--- config.mk ---
export PLATFORM = sky130hd
export DESIGN_NAME = card_slot_irq
export DESIGN_NICKNAME = d
export VERILOG_FILES = /design/src/rtl/card_irq_pkg.sv /design/src/rtl/cd_sync.sv /design/src/rtl/cd_debounce.sv /design/src/rtl/cd_event_regs.sv /design/src/rtl/card_slot_irq.sv
export SDC_FILE = /design/constraint.sdc
export NUM_CORES = 1
export LEC_CHECK = 0
export ABC_AREA = 1
export BUFFER_PORTS_ARGS = -buffer_cell sky130_fd_sc_hd__buf_2
export CORE_MARGIN = 4
export CORE_UTILIZATION = 56
export DETAILED_ROUTE_END_ITERATION = 8
export GPL_ROUTABILITY_DRIVEN = 0
export GPL_TIMING_DRIVEN = 0
export PLACE_DENSITY_LB_ADDON = 0.05
export SETUP_SLACK_MARGIN = 0.05
export SKIP_LAST_GASP = 1
export SYNTH_ARGS = -nofsm -noshare
export SYNTH_HDL_FRONTEND = slang
export SYNTH_HIERARCHICAL = 1
export SYNTH_SLANG_ARGS = --single-unit
--- constraint.sdc ---
create_clock -name clk -period 2.15 [get_ports clk]
set_input_delay 0.1075 -clock clk [delete_from_list [all_inputs] [get_ports clk]]
set_output_delay 0.1075 -clock clk [all_outputs]
set_load 0.02 [all_outputs]
--- src/rtl/card_irq_pkg.sv ---
package card_irq_pkg;
  localparam int REG_W = 8;

  // slot status register bits
  localparam int ST_WP   = 1;
  localparam int ST_PRES = 2;
  localparam int ST_BUSY = 7;

  // event register bits
  localparam int EV_SP0 = 0;
  localparam int EV_REM = 2;
  localparam int EV_INS = 3;
  localparam int EV_SP1 = 4;

  // enable register global bit
  localparam int EN_GLOBAL = 7;

  localparam logic [REG_W-1:0] EV_MASK = 8'h1D;

  typedef enum logic [1:0] {
    A_SLOT = 2'd0,
    A_EVT  = 2'd1,
    A_ENA  = 2'd2,
    A_NONE = 2'd3
  } reg_addr_e;
endpackage

--- src/rtl/cd_sync.sv ---
module cd_sync #(
  parameter int W      = 3,
  parameter int STAGES = 2
) (
  input  logic         clk,
  input  logic         rst,
  input  logic [W-1:0] d,
  output logic [W-1:0] q
);
  logic [W-1:0] chain [STAGES];

  always_ff @(posedge clk) begin
    if (rst) begin
      for (int i = 0; i < STAGES; i++) chain[i] <= '0;
    end else begin
      chain[0] <= d;
      for (int i = 1; i < STAGES; i++) chain[i] <= chain[i-1];
    end
  end

  assign q = chain[STAGES-1];
endmodule

--- src/rtl/cd_debounce.sv ---
module cd_debounce #(
  parameter int DEB_CYCLES = 8
) (
  input  logic clk,
  input  logic rst,
  input  logic din,
  output logic q,
  output logic rise,
  output logic fall
);
  localparam int CW = $clog2(DEB_CYCLES + 1);
  localparam logic [CW-1:0] LIM = CW'(DEB_CYCLES - 1);

  logic [CW-1:0] cnt;

  always_ff @(posedge clk) begin
    if (rst) begin
      cnt  <= '0;
      q    <= 1'b0;
      rise <= 1'b0;
      fall <= 1'b0;
    end else begin
      rise <= 1'b0;
      fall <= 1'b0;
      if (din == q) begin
        cnt <= '0;
      end else if (cnt == LIM) begin
        cnt  <= '0;
        q    <= din;
        rise <= din;
        fall <= ~din;
      end else begin
        cnt <= cnt + 1'b1;
      end
    end
  end

  // the level only moves once the window count is complete
  p_hold_window_r3: assert property (@(posedge clk) disable iff (rst)
    (q != $past(q)) |-> ($past(cnt) == LIM));

  // an edge pulse always coincides with the matching new level
  p_rise_level_r4: assert property (@(posedge clk) disable iff (rst)
    rise |-> (q && !fall));
endmodule

--- src/rtl/cd_event_regs.sv ---
module cd_event_regs
  import card_irq_pkg::*;
(
  input  logic             clk,
  input  logic             rst,
  input  logic             ins_pulse,
  input  logic             rem_pulse,
  input  logic [1:0]       spare_evt,
  input  logic             wr_evt,
  input  logic             wr_ena,
  input  logic [REG_W-1:0] wdata,
  output logic [REG_W-1:0] evt_o,
  output logic [REG_W-1:0] ena_o,
  output logic             irq_o
);
  logic [REG_W-1:0] evt_q, ena_q, set_v, clr_v;
  logic             irq_q;

  always_comb begin
    set_v         = '0;
    set_v[EV_INS] = ins_pulse;
    set_v[EV_REM] = rem_pulse;
    set_v[EV_SP0] = spare_evt[0];
    set_v[EV_SP1] = spare_evt[1];
    clr_v         = wr_evt ? (wdata & EV_MASK) : '0;
  end

  always_ff @(posedge clk) begin
    if (rst) begin
      evt_q <= '0;
      ena_q <= '0;
      irq_q <= 1'b0;
    end else begin
      evt_q <= ((evt_q & ~clr_v) | set_v) & EV_MASK;
      if (wr_ena) ena_q <= wdata;
      irq_q <= ena_q[EN_GLOBAL] && (|(evt_q & ena_q & EV_MASK));
    end
  end

  assign evt_o = evt_q;
  assign ena_o = ena_q;
  assign irq_o = irq_q;

  // insertion event is sticky until a clear hits it
  p_ins_sticky_r4: assert property (@(posedge clk) disable iff (rst)
    (evt_q[EV_INS] && !clr_v[EV_INS]) |=> evt_q[EV_INS]);

  // a set in the same clock as a clear wins
  p_set_wins_r7: assert property (@(posedge clk) disable iff (rst)
    (ins_pulse && clr_v[EV_INS]) |=> evt_q[EV_INS]);

  // no interrupt without the global enable
  p_irq_gate_r8: assert property (@(posedge clk) disable iff (rst)
    !ena_q[EN_GLOBAL] |=> !irq_q);

  // pending enabled event with global enable raises the line
  p_irq_raise_r8: assert property (@(posedge clk) disable iff (rst)
    (ena_q[EN_GLOBAL] && |(evt_q & ena_q & EV_MASK)) |=> irq_q);
endmodule

--- src/rtl/card_slot_irq.sv ---
module card_slot_irq
  import card_irq_pkg::*;
#(
  parameter int DEB_CYCLES  = 8,
  parameter int SYNC_STAGES = 2
) (
  input  logic             clk,
  input  logic             rst,
  input  logic             cd_raw,
  input  logic             wp_raw,
  input  logic             busy_raw,
  input  logic [1:0]       spare_evt,
  input  logic [1:0]       reg_addr,
  input  logic             reg_wr,
  input  logic [REG_W-1:0] reg_wdata,
  output logic [REG_W-1:0] reg_rdata,
  output logic             irq
);
  localparam int NSYNC = 3;

  logic [NSYNC-1:0] raw_v, sync_v;
  logic             pres, ins_p, rem_p;
  logic [REG_W-1:0] slot_v, evt_v, ena_v, rd_q;
  logic             wr_evt, wr_ena;

  assign raw_v = {busy_raw, wp_raw, cd_raw};

  cd_sync #(.W(NSYNC), .STAGES(SYNC_STAGES)) u_sync (
    .clk(clk), .rst(rst), .d(raw_v), .q(sync_v)
  );

  cd_debounce #(.DEB_CYCLES(DEB_CYCLES)) u_deb (
    .clk(clk), .rst(rst), .din(sync_v[0]),
    .q(pres), .rise(ins_p), .fall(rem_p)
  );

  assign wr_evt = reg_wr && (reg_addr == A_EVT);
  assign wr_ena = reg_wr && (reg_addr == A_ENA);

  cd_event_regs u_evt (
    .clk(clk), .rst(rst),
    .ins_pulse(ins_p), .rem_pulse(rem_p), .spare_evt(spare_evt),
    .wr_evt(wr_evt), .wr_ena(wr_ena), .wdata(reg_wdata),
    .evt_o(evt_v), .ena_o(ena_v), .irq_o(irq)
  );

  always_comb begin
    slot_v          = '0;
    slot_v[ST_WP]   = sync_v[1];
    slot_v[ST_PRES] = pres;
    slot_v[ST_BUSY] = sync_v[2];
  end

  always_ff @(posedge clk) begin
    if (rst) begin
      rd_q <= '0;
    end else begin
      case (reg_addr)
        A_SLOT:  rd_q <= slot_v;
        A_EVT:   rd_q <= evt_v & EV_MASK;
        A_ENA:   rd_q <= ena_v;
        default: rd_q <= '0;
      endcase
    end
  end

  assign reg_rdata = rd_q;

  // event reads never show bits outside the report mask
  p_evt_read_masked_r6: assert property (@(posedge clk) disable iff (rst)
    (reg_addr == A_EVT) |=> ((reg_rdata & ~EV_MASK) == '0));

  // slot status reads keep unused bits at zero
  p_slot_read_clean_r2: assert property (@(posedge clk) disable iff (rst)
    (reg_addr == A_SLOT) |=> ((reg_rdata & 8'h79) == '0));
endmodule

Yosys cells after proc, flatten, opt, wreduce, memory -nomap -nowiden
Memories as Yosys holds them, arrays and structs flattened.
Cells that the tools add are included.
{"block": "word_totals", "ff_bits": 28, "mem_bits_rw": 6, "in_bits": 18, "out_inout_bits": 9, "elab_cells": 38, "mem_count": 1}
{"block": "op_classes", "add_sub_neg": 1, "eq_ne": 4, "n_mux": 7, "n_bitwise": 9, "reduce_logical": 8}
{"memory": "u_sync.chain", "words": 2, "width": 3, "read_ports": 2, "rd_ports_with_merged_regs": 0, "wr": 2, "line": "cd_sync.sv:10", "rtl": "logic [W-1:0] chain [STAGES];"}
{"op": "$pmux 8 s3", "count": 1}
{"op": "$and 5x5->5", "count": 2}
{"op": "$mux 3", "count": 2}
{"op": "$reduce_or 3->1", "count": 2}
{"op": "$mux 5", "count": 1}
{"op": "$not 5->5", "count": 1}
{"op": "$or 5x5->5", "count": 1}
{"op": "$add 4x1->4 const B", "count": 1}
{"op": "$eq 4x3->1 const B", "count": 1}
{"op": "$reduce_or 4->1", "count": 1}
{"op": "$logic_and 1x1->1", "count": 3}
{"op": "$mux 1", "count": 3}
{"op": "$not 1->1", "count": 3}
{"op": "$eq 2x1->1 const B", "count": 1}
{"op": "$eq 2x2->1 const B", "count": 1}
{"op": "$logic_not 2->1", "count": 1}
{"op": "$or 1x1->1", "count": 2}
{"op": "$reduce_and 2->1", "count": 1}
{"op": "$eq 1x1->1", "count": 1}

Depth between registers and ports, before layout
Gate-level depths: netlist of run 1.
{"block": "depth", "depth_word": 6, "mapped_depth": 7, "depth_no_buf": 7}

Cells and area by module
Netlist of run 1, hierarchy kept.
{"mod": "cd_event_regs", "instances": 1, "cells_per_inst": 65, "area_per_inst_um2": 485.5, "seq_area_each_um2": 260.2}
{"mod": "card_slot_irq", "instances": 1, "cells_per_inst": 43, "area_per_inst_um2": 310.3, "seq_area_each_um2": 160.2}
{"mod": "cd_debounce", "instances": 1, "cells_per_inst": 37, "area_per_inst_um2": 301.5, "seq_area_each_um2": 140.1}
{"mod": "cd_sync", "instances": 1, "cells_per_inst": 21, "area_per_inst_um2": 187.7, "seq_area_each_um2": 120.1}

Worst setup path before layout of run 1
No wires, ideal clock.
{"block": "synth_timing", "kind": "input port to flip-flop", "start": "in reg_addr[1]", "end": "reg u_evt.ena_q[7] (netlist: u_evt/ena_o[7])", "setup_time_ns": 0.116, "arrival_time_ns": 0.883, "t_required_ns": 2.034, "slack_ns": 1.151, "cell_stages": 7, "n_path_buf": 0, "cell_sequence": "inv_1 nor2_4 inv_1 nor2_1 inv_2 nor2_1 nor2_1"}
{"block": "synth_via", "elab_chain_len": 2}
{"element": "start: declaration", "line": "card_slot_irq.sv:13", "rtl": "input logic [1:0] reg_addr,"}
{"element": "$eq 2x2->1", "line": "card_slot_irq.sv:38", "rtl": "assign wr_ena = reg_wr && (reg_addr == A_ENA);"}
{"element": "$logic_and 1x1->1", "line": "card_slot_irq.sv:38"}
{"element": "net wr_ena", "line": "card_slot_irq.sv:24", "rtl": "logic wr_evt, wr_ena;"}
{"element": "end signal: assignment", "line": "cd_event_regs.sv:35", "rtl": "if (wr_ena) ena_q <= wdata;"}
{"element": "end: declaration", "line": "cd_event_regs.sv:16", "rtl": "logic [REG_W-1:0] evt_q, ena_q, set_v, clr_v;"}
The timed path passes the listed nets, and every way through them passes these cells.
A chain may end at the register's enable or synchronous reset.

Worst setup path after layout of run 1
{"block": "layout_timing", "start": "in reg_addr[1]", "end": "reg u_evt.ena_q[4] (netlist: u_evt/ena_o[4])"}
Same word-level chain as after synthesis.

==> results of run 1 <==
## worst max-delay path, delay by kind of cell
kind | cells | cell delay, ps
buffers and inverters | 4 | 510
and+or+nand+nor | 4 | 800
## power by group through the flow
| stage | clock network [uW] | logic (uW) | registers [uW] |
|---|---|---|---|
| 6_report | 460 | 94.1 | 658 |
| 5_1_grt | 503 | 105 | 661 |
| 4_1_cts | 474 | 93.2 | 658 |
| 3_5_place_dp | 0 | 76.5 | 672 |
| 3_3_place_gp | 0 | 73.3 | 671 |
| 2_1_floorplan | 0 | 38.0 | 673 |
## sequential cells by signal, summed over array words and instances, names as in the netlist
| register | count |
|---|---|
| reg_rdata | 8 |
| u_deb/cnt | 4 |
| u_deb/fall | 1 |
| u_deb/q | 1 |
| u_deb/rise | 1 |
| u_evt/ena_o | 8 |
| u_evt/evt_o | 4 |
| u_evt/irq_o | 1 |
| u_sync/chain | 6 |
## area by class of cell
cell class / instances / share of cell area [%]
flip-flops and latches: 34 / 42.1
multi-input cells: 103 / 29.0
repair buffers: 38 / 15.5
inverters: 21 / 4.87
clock inverters: 3 / 2.78
clock buffers: 5 / 2.32
well taps: 27 / 2.09
plain buffers: 3 / 1.39
## worst min-delay path by stage
| stage | from | endpoint | cells after the start |
|---|---|---|---|
| final | reg_wdata[2] | u_evt/ena_o[2]$_SDFFE_PP0P_ | 3 |
| after global routing | reg_wdata[2] | u_evt/ena_o[2]$_SDFFE_PP0P_ | 3 |
| after CTS | reg_wdata[2] | u_evt/ena_o[2]$_SDFFE_PP0P_ | 3 |
| after detailed placement | busy_raw | u_sync/chain[0][2]$_SDFF_PP0_ | 3 |
| after global placement | wp_raw | u_sync/chain[0][1]$_SDFF_PP0_ | 3 |
| after floorplan | rst | reg_rdata[0]$_SDFF_PP0_ | 1 |
## per-layer routing
metal | vias to the layer above | share of wire, % | global-route usage [%]
met4 | 0 | 0.86 | 7.64
met2 | 34 | 52 | 32.1
met1 | 492 | 40 | 20.1
met3 | 4 | 6.2 | 6.29
met5 | - | 0 | 0
li1 | 587 | - | -
## through the flow
stage                     worst slack (ps)  hold slack, ps
after floorplan                       1150             177
after global placement                 734             306
after detailed placement               663             322
after CTS                             1050            6.69
after global routing                   804            36.1
final                                  951            24.2
## what timing repair did
item / in CTS / in global routing
hold buffers: 12 / 0
buffers inserted: 0 / 0
hold endpoints to repair: 12 / 0
==> impl_metrics.toml, run 1 <==
[status]
status = "completed"

[timing]
setup_violations = 0
fmax_mhz = 834
rsz0062_at_grt = "no"
finalSetupTns_ps = 0
clock_skew_ps = 12.6
finalCriticalPeriod_ps = 1200
finalCritPeriodShare_pct = 55.8
tightest_slew_ps = 563
relSlewSlack_pct = 62.2
hold_viol_final = 0
slew_violations = 0

[cells_and_area]
num-nets-final = 225
final_common_cell = "nor2_1"
nFillCells = 144
multi_input_area_um2 = 469
layout-drive-gt1-share_pct = 22.2
stdcell_area_um2 = 1620
area_delta_synth_final_pct = 29.3
diodes = 0
final_cell_mix = "38 x nor2_1, 34 x dfxtp_1, 32 x nand2_1, 26 x buf_2, 18 x inv_1"
stdcell_count = 234
fin_util_pct = 79.2
seq_area_um2 = 681

[pwr]
combPwrFrac_pct = 7.8
power.internal_uw = 936
swShare_pct = 22.8
seqPwrFrac_pct = 54.3
p_total_uw = 1210
leakage_uw = 0.000773
netSwitchingPower_uw = 276
power_density_nw_per_um2 = 749
clockPowerShare_pct = 38.0
ir_drop_uv = 1060

[floorplanning]
boundaryPins = 27
core_um2 = 2040
die_h_um = 55.3
num_rows = 16
dieArea_um2 = 3050
fp.dieW_um = 55.3
start_util_pct = 61.3

[critical_path]
crit_path_end_kind = "flop"
timing.rr.start = "u_deb/cnt[0]$_SDFF_PP0_"
reg2reg_setup_slack_ps = 1070
worstPathMaxFanout = 9
reg2reg_depth = 6
crit_required_ps = 2370
startpoint = "reg_addr[1]"
crit_type = "in2reg"
max_stage_delay_ps = 410
crit_path_frequent_cell = "nor2_1"
startpoint_type = "primary input"
cpMaxStageDelayCell = "nor2_1"
cp_cell_sequence = "buf_2 > inv_1 > nor2_4 > inv_1 > nor2_1 > inv_2 > nor2_1 > nor2_1"
cp_data_arrival_time_ps = 1420
reg2reg_to = "u_deb/q$_SDFFE_PP0P_"
cp-endpoint = "u_evt/ena_o[4]$_SDFFE_PP0P_"

[clocking]
cts_root_buffer = "clkbuf_4"
clk_path_buf_depth = 2
cts_tree = "yes"
clk_pin_slew_ps = 100
clock_sinks = 34
h-tree-depth = 2
clk_latency_ps = 340
numCtsBuffers = 5
cts-resized-gates = 0

[routing]
ant_nets = 0
viasPerCell = 4.77
wl_per_cell_um = 11.4
drc = 0
drt-pass1-iter-count = 5
drt_iter0_drc = 40
vias = 1117
totalWireLength_um = 2660

[place]
portBuffers = 26
place_area_um2 = 1420
dp_cells = 214
dp_hpwl_um = 1780

[global_route]
grt_max_degree = 20
grt_first_pass_wirelength_um = 4480
grt_antenna_before_repair = 0
grt-ovfl-total = 0
grt_usage_pct = 18.4
grt_pass1_vias = 1053

[yosys]
syn-num-nets = 180
ys_warn_count = 6
synth_cells = 161
synth_area_um2 = 1250
synth_area_per_cell_um2 = 7.77

[hold_path]
hp-class = "in2reg"

[flow_run]
max-cap-violations = 0
No activity file was read; power rests on OpenSTA's default activity.
==> inputs of run 2 (changes only) <==
Settings changed: CORE_UTILIZATION 56 to 47.
Clock period 2.15 ns to 1.03 ns, I/O delays scaled along.
==> run 2 against run 1 <==
Clock skew decreased by 4.0 ps. Count of clock-buffer cells in the layout is 2 higher. Utilization shrank 14 points. Routed wire length increased by 0.26%. Power increased by 93%. Worst setup slack worse by 880 ps. Sequential share of layout area decreased by 0.30 points. Sequential power increased by 110%. Via count is 3.2% higher. Combinational power is 120% higher. Critical path type is now reg2reg. Critical endpoint is now u_deb/q$_SDFFE_PP0P_. Largest cell class unchanged.
==> impl_metrics.toml, run 2 (synthesis gave the netlist of run 1 again) <==
[status]
status = "completed"

[routing]
drt_iter0_drc = 31
viasPerCell = 4.82
drc = 0
ant_nets = 0
wl_per_cell_um = 11.2
totalWireLength_um = 2670
vias = 1153
drt-pass1-iter-count = 4

[flow_run]
max-cap-violations = 0

[pwr]
leakage_uw = 0.000779
ir_drop_uv = 1140
power_density_nw_per_um2 = 1420

[timing]
finalCriticalPeriod_ps = 963
setup_violations = 0
slew_violations = 0
hold_viol_final = 0
clock_skew_ps = 8.61
fmax_mhz = 1040
finalCritPeriodShare_pct = 93.5
tightest_slew_ps = 690
relSlewSlack_pct = 53.6
rsz0062_at_grt = "yes"

[floorplanning]
start_util_pct = 50.1
die_h_um = 59.6
num_rows = 18
fp.dieW_um = 59.6
boundaryPins = 27
dieArea_um2 = 3550
core_um2 = 2500

[clocking]
cts_tree = "yes"
h-tree-depth = 2
clk_pin_slew_ps = 100
clk_path_buf_depth = 2
cts_root_buffer = "clkbuf_4"
clock_sinks = 34
clk_latency_ps = 340
numCtsBuffers = 5

[critical_path]
crit_path_end_kind = "flop"
crit_required_ps = 1260
worstPathMaxFanout = 3
cp_data_arrival_time_ps = 1200
path_buf_inv = 0
max_stage_delay_ps = 370
crit_family = "flip-flops"
cpMaxStageDelayCell = "dfxtp_2"
crit_type = "reg2reg"
cp_cell_sequence = "ha_4 > nand2_2 > nor2_4 > nand2_1 > nand2_1 > nand2_1"
crit_path_frequent_cell = "nand2_1"
startpoint_type = "flop"

[global_route]
grt_pass1_vias = 1056
grt_usage_pct = 17.2
grt_first_pass_wirelength_um = 4410
grt_antenna_before_repair = 0
grt_max_degree = 20
grt-ovfl-total = 0

[cells_and_area]
final_cell_mix = "37 x nor2_1, 32 x nand2_1, 32 x dfxtp_1, 26 x buf_2, 18 x inv_1"
num-nets-final = 227
seq_area_um2 = 686
layout-drive-gt1-share_pct = 23.9
nFillCells = 212
area_delta_synth_final_pct = 31.2
final_common_cell = "nor2_1"
diodes = 0
fin_util_pct = 65.7
multi_input_area_um2 = 489
stdcell_count = 239

[place]
dp_cells = 217
dp_hpwl_um = 1790
portBuffers = 26

[hold_path]
hp-class = "in2reg"
-- run 2: per-layer routing --
metal / vias to the layer above / share of wire [%] / GRT usage, %
met5: - / 0 / 0
met2: 29 / 50 / 30.9
met4: 0 / 2.6 / 10.4
met3: 8 / 4.8 / 3.92
met1: 525 / 43 / 18.1
li1: 591 / - / -
-- run 2: layout make-up --
cell class	count	share of cell area, %
buffer	3	1.37
inverter	21	4.80
multi-input combinational	103	29.8
tap	30	2.29
clock inverter	1	0.305
sequential	34	41.8
timing repair buffer	40	16.3
clock buffer	7	3.35
-- run 2: worst min-delay path, delay by kind of cell --
kind	cells	cell delay, ps
AO/OA/AOI/OAI	1	50
AND/OR/NAND/NOR	2	140
buffers and inverters	1	120
-- run 2: per-stage QoR --
step | power (uW) | TNS (ps) | hold slack [ps] | worst slack, ps | area [um^2]
2_1_floorplan | 1490 | 0 | 121 | 56.9 | 1250
3_3_place_gp | 1560 | -3840 | 250 | -427 | 1420
3_5_place_dp | 1560 | -4170 | 259 | -441 | 1420
4_1_cts | 2360 | 0 | 73.9 | 56.1 | 1640
5_1_grt | 2440 | 0 | 99.5 | 4.67 | 1640
6_report | 2340 | 0 | 76.7 | 66.6 | 1640
-- run 2: what timing repair did --
item,in CTS,in global routing
resized for setup,5,1
endpoints found under the hold margin,13,0
hold buffers,13,0
pin swaps,0,0
setup endpoints to repair,11,9
setup buffers,1,0
-- run 2: worst paths after layout --
kind	start	endpoint	slack, ps	depth (start not counted)
setup / recovery	u_deb/cnt[1]$_SDFF_PP0_	u_deb/q$_SDFFE_PP0P_	70	6
hold / removal	reg_addr[1]	reg_rdata[1]$_SDFF_PP0_	80	4
setup reg to reg	u_deb/cnt[1]$_SDFF_PP0_	u_deb/q$_SDFFE_PP0P_	70	6
hold reg to reg	u_sync/chain[0][1]$_SDFF_PP0_	u_sync/chain[0][4]$_SDFF_PP0_	410	2
-- run 2: power by group --
part / internal [uW] / switching (uW) / leakage (uW) / total (uW)
logic: 96.3 / 109 / 0.000465 / 205
registers: 1350 / 17.8 / 0.000278 / 1370
clock network: 331 / 434 / 0.0000353 / 764
total: 1780 / 560 / 0.000779 / 2340
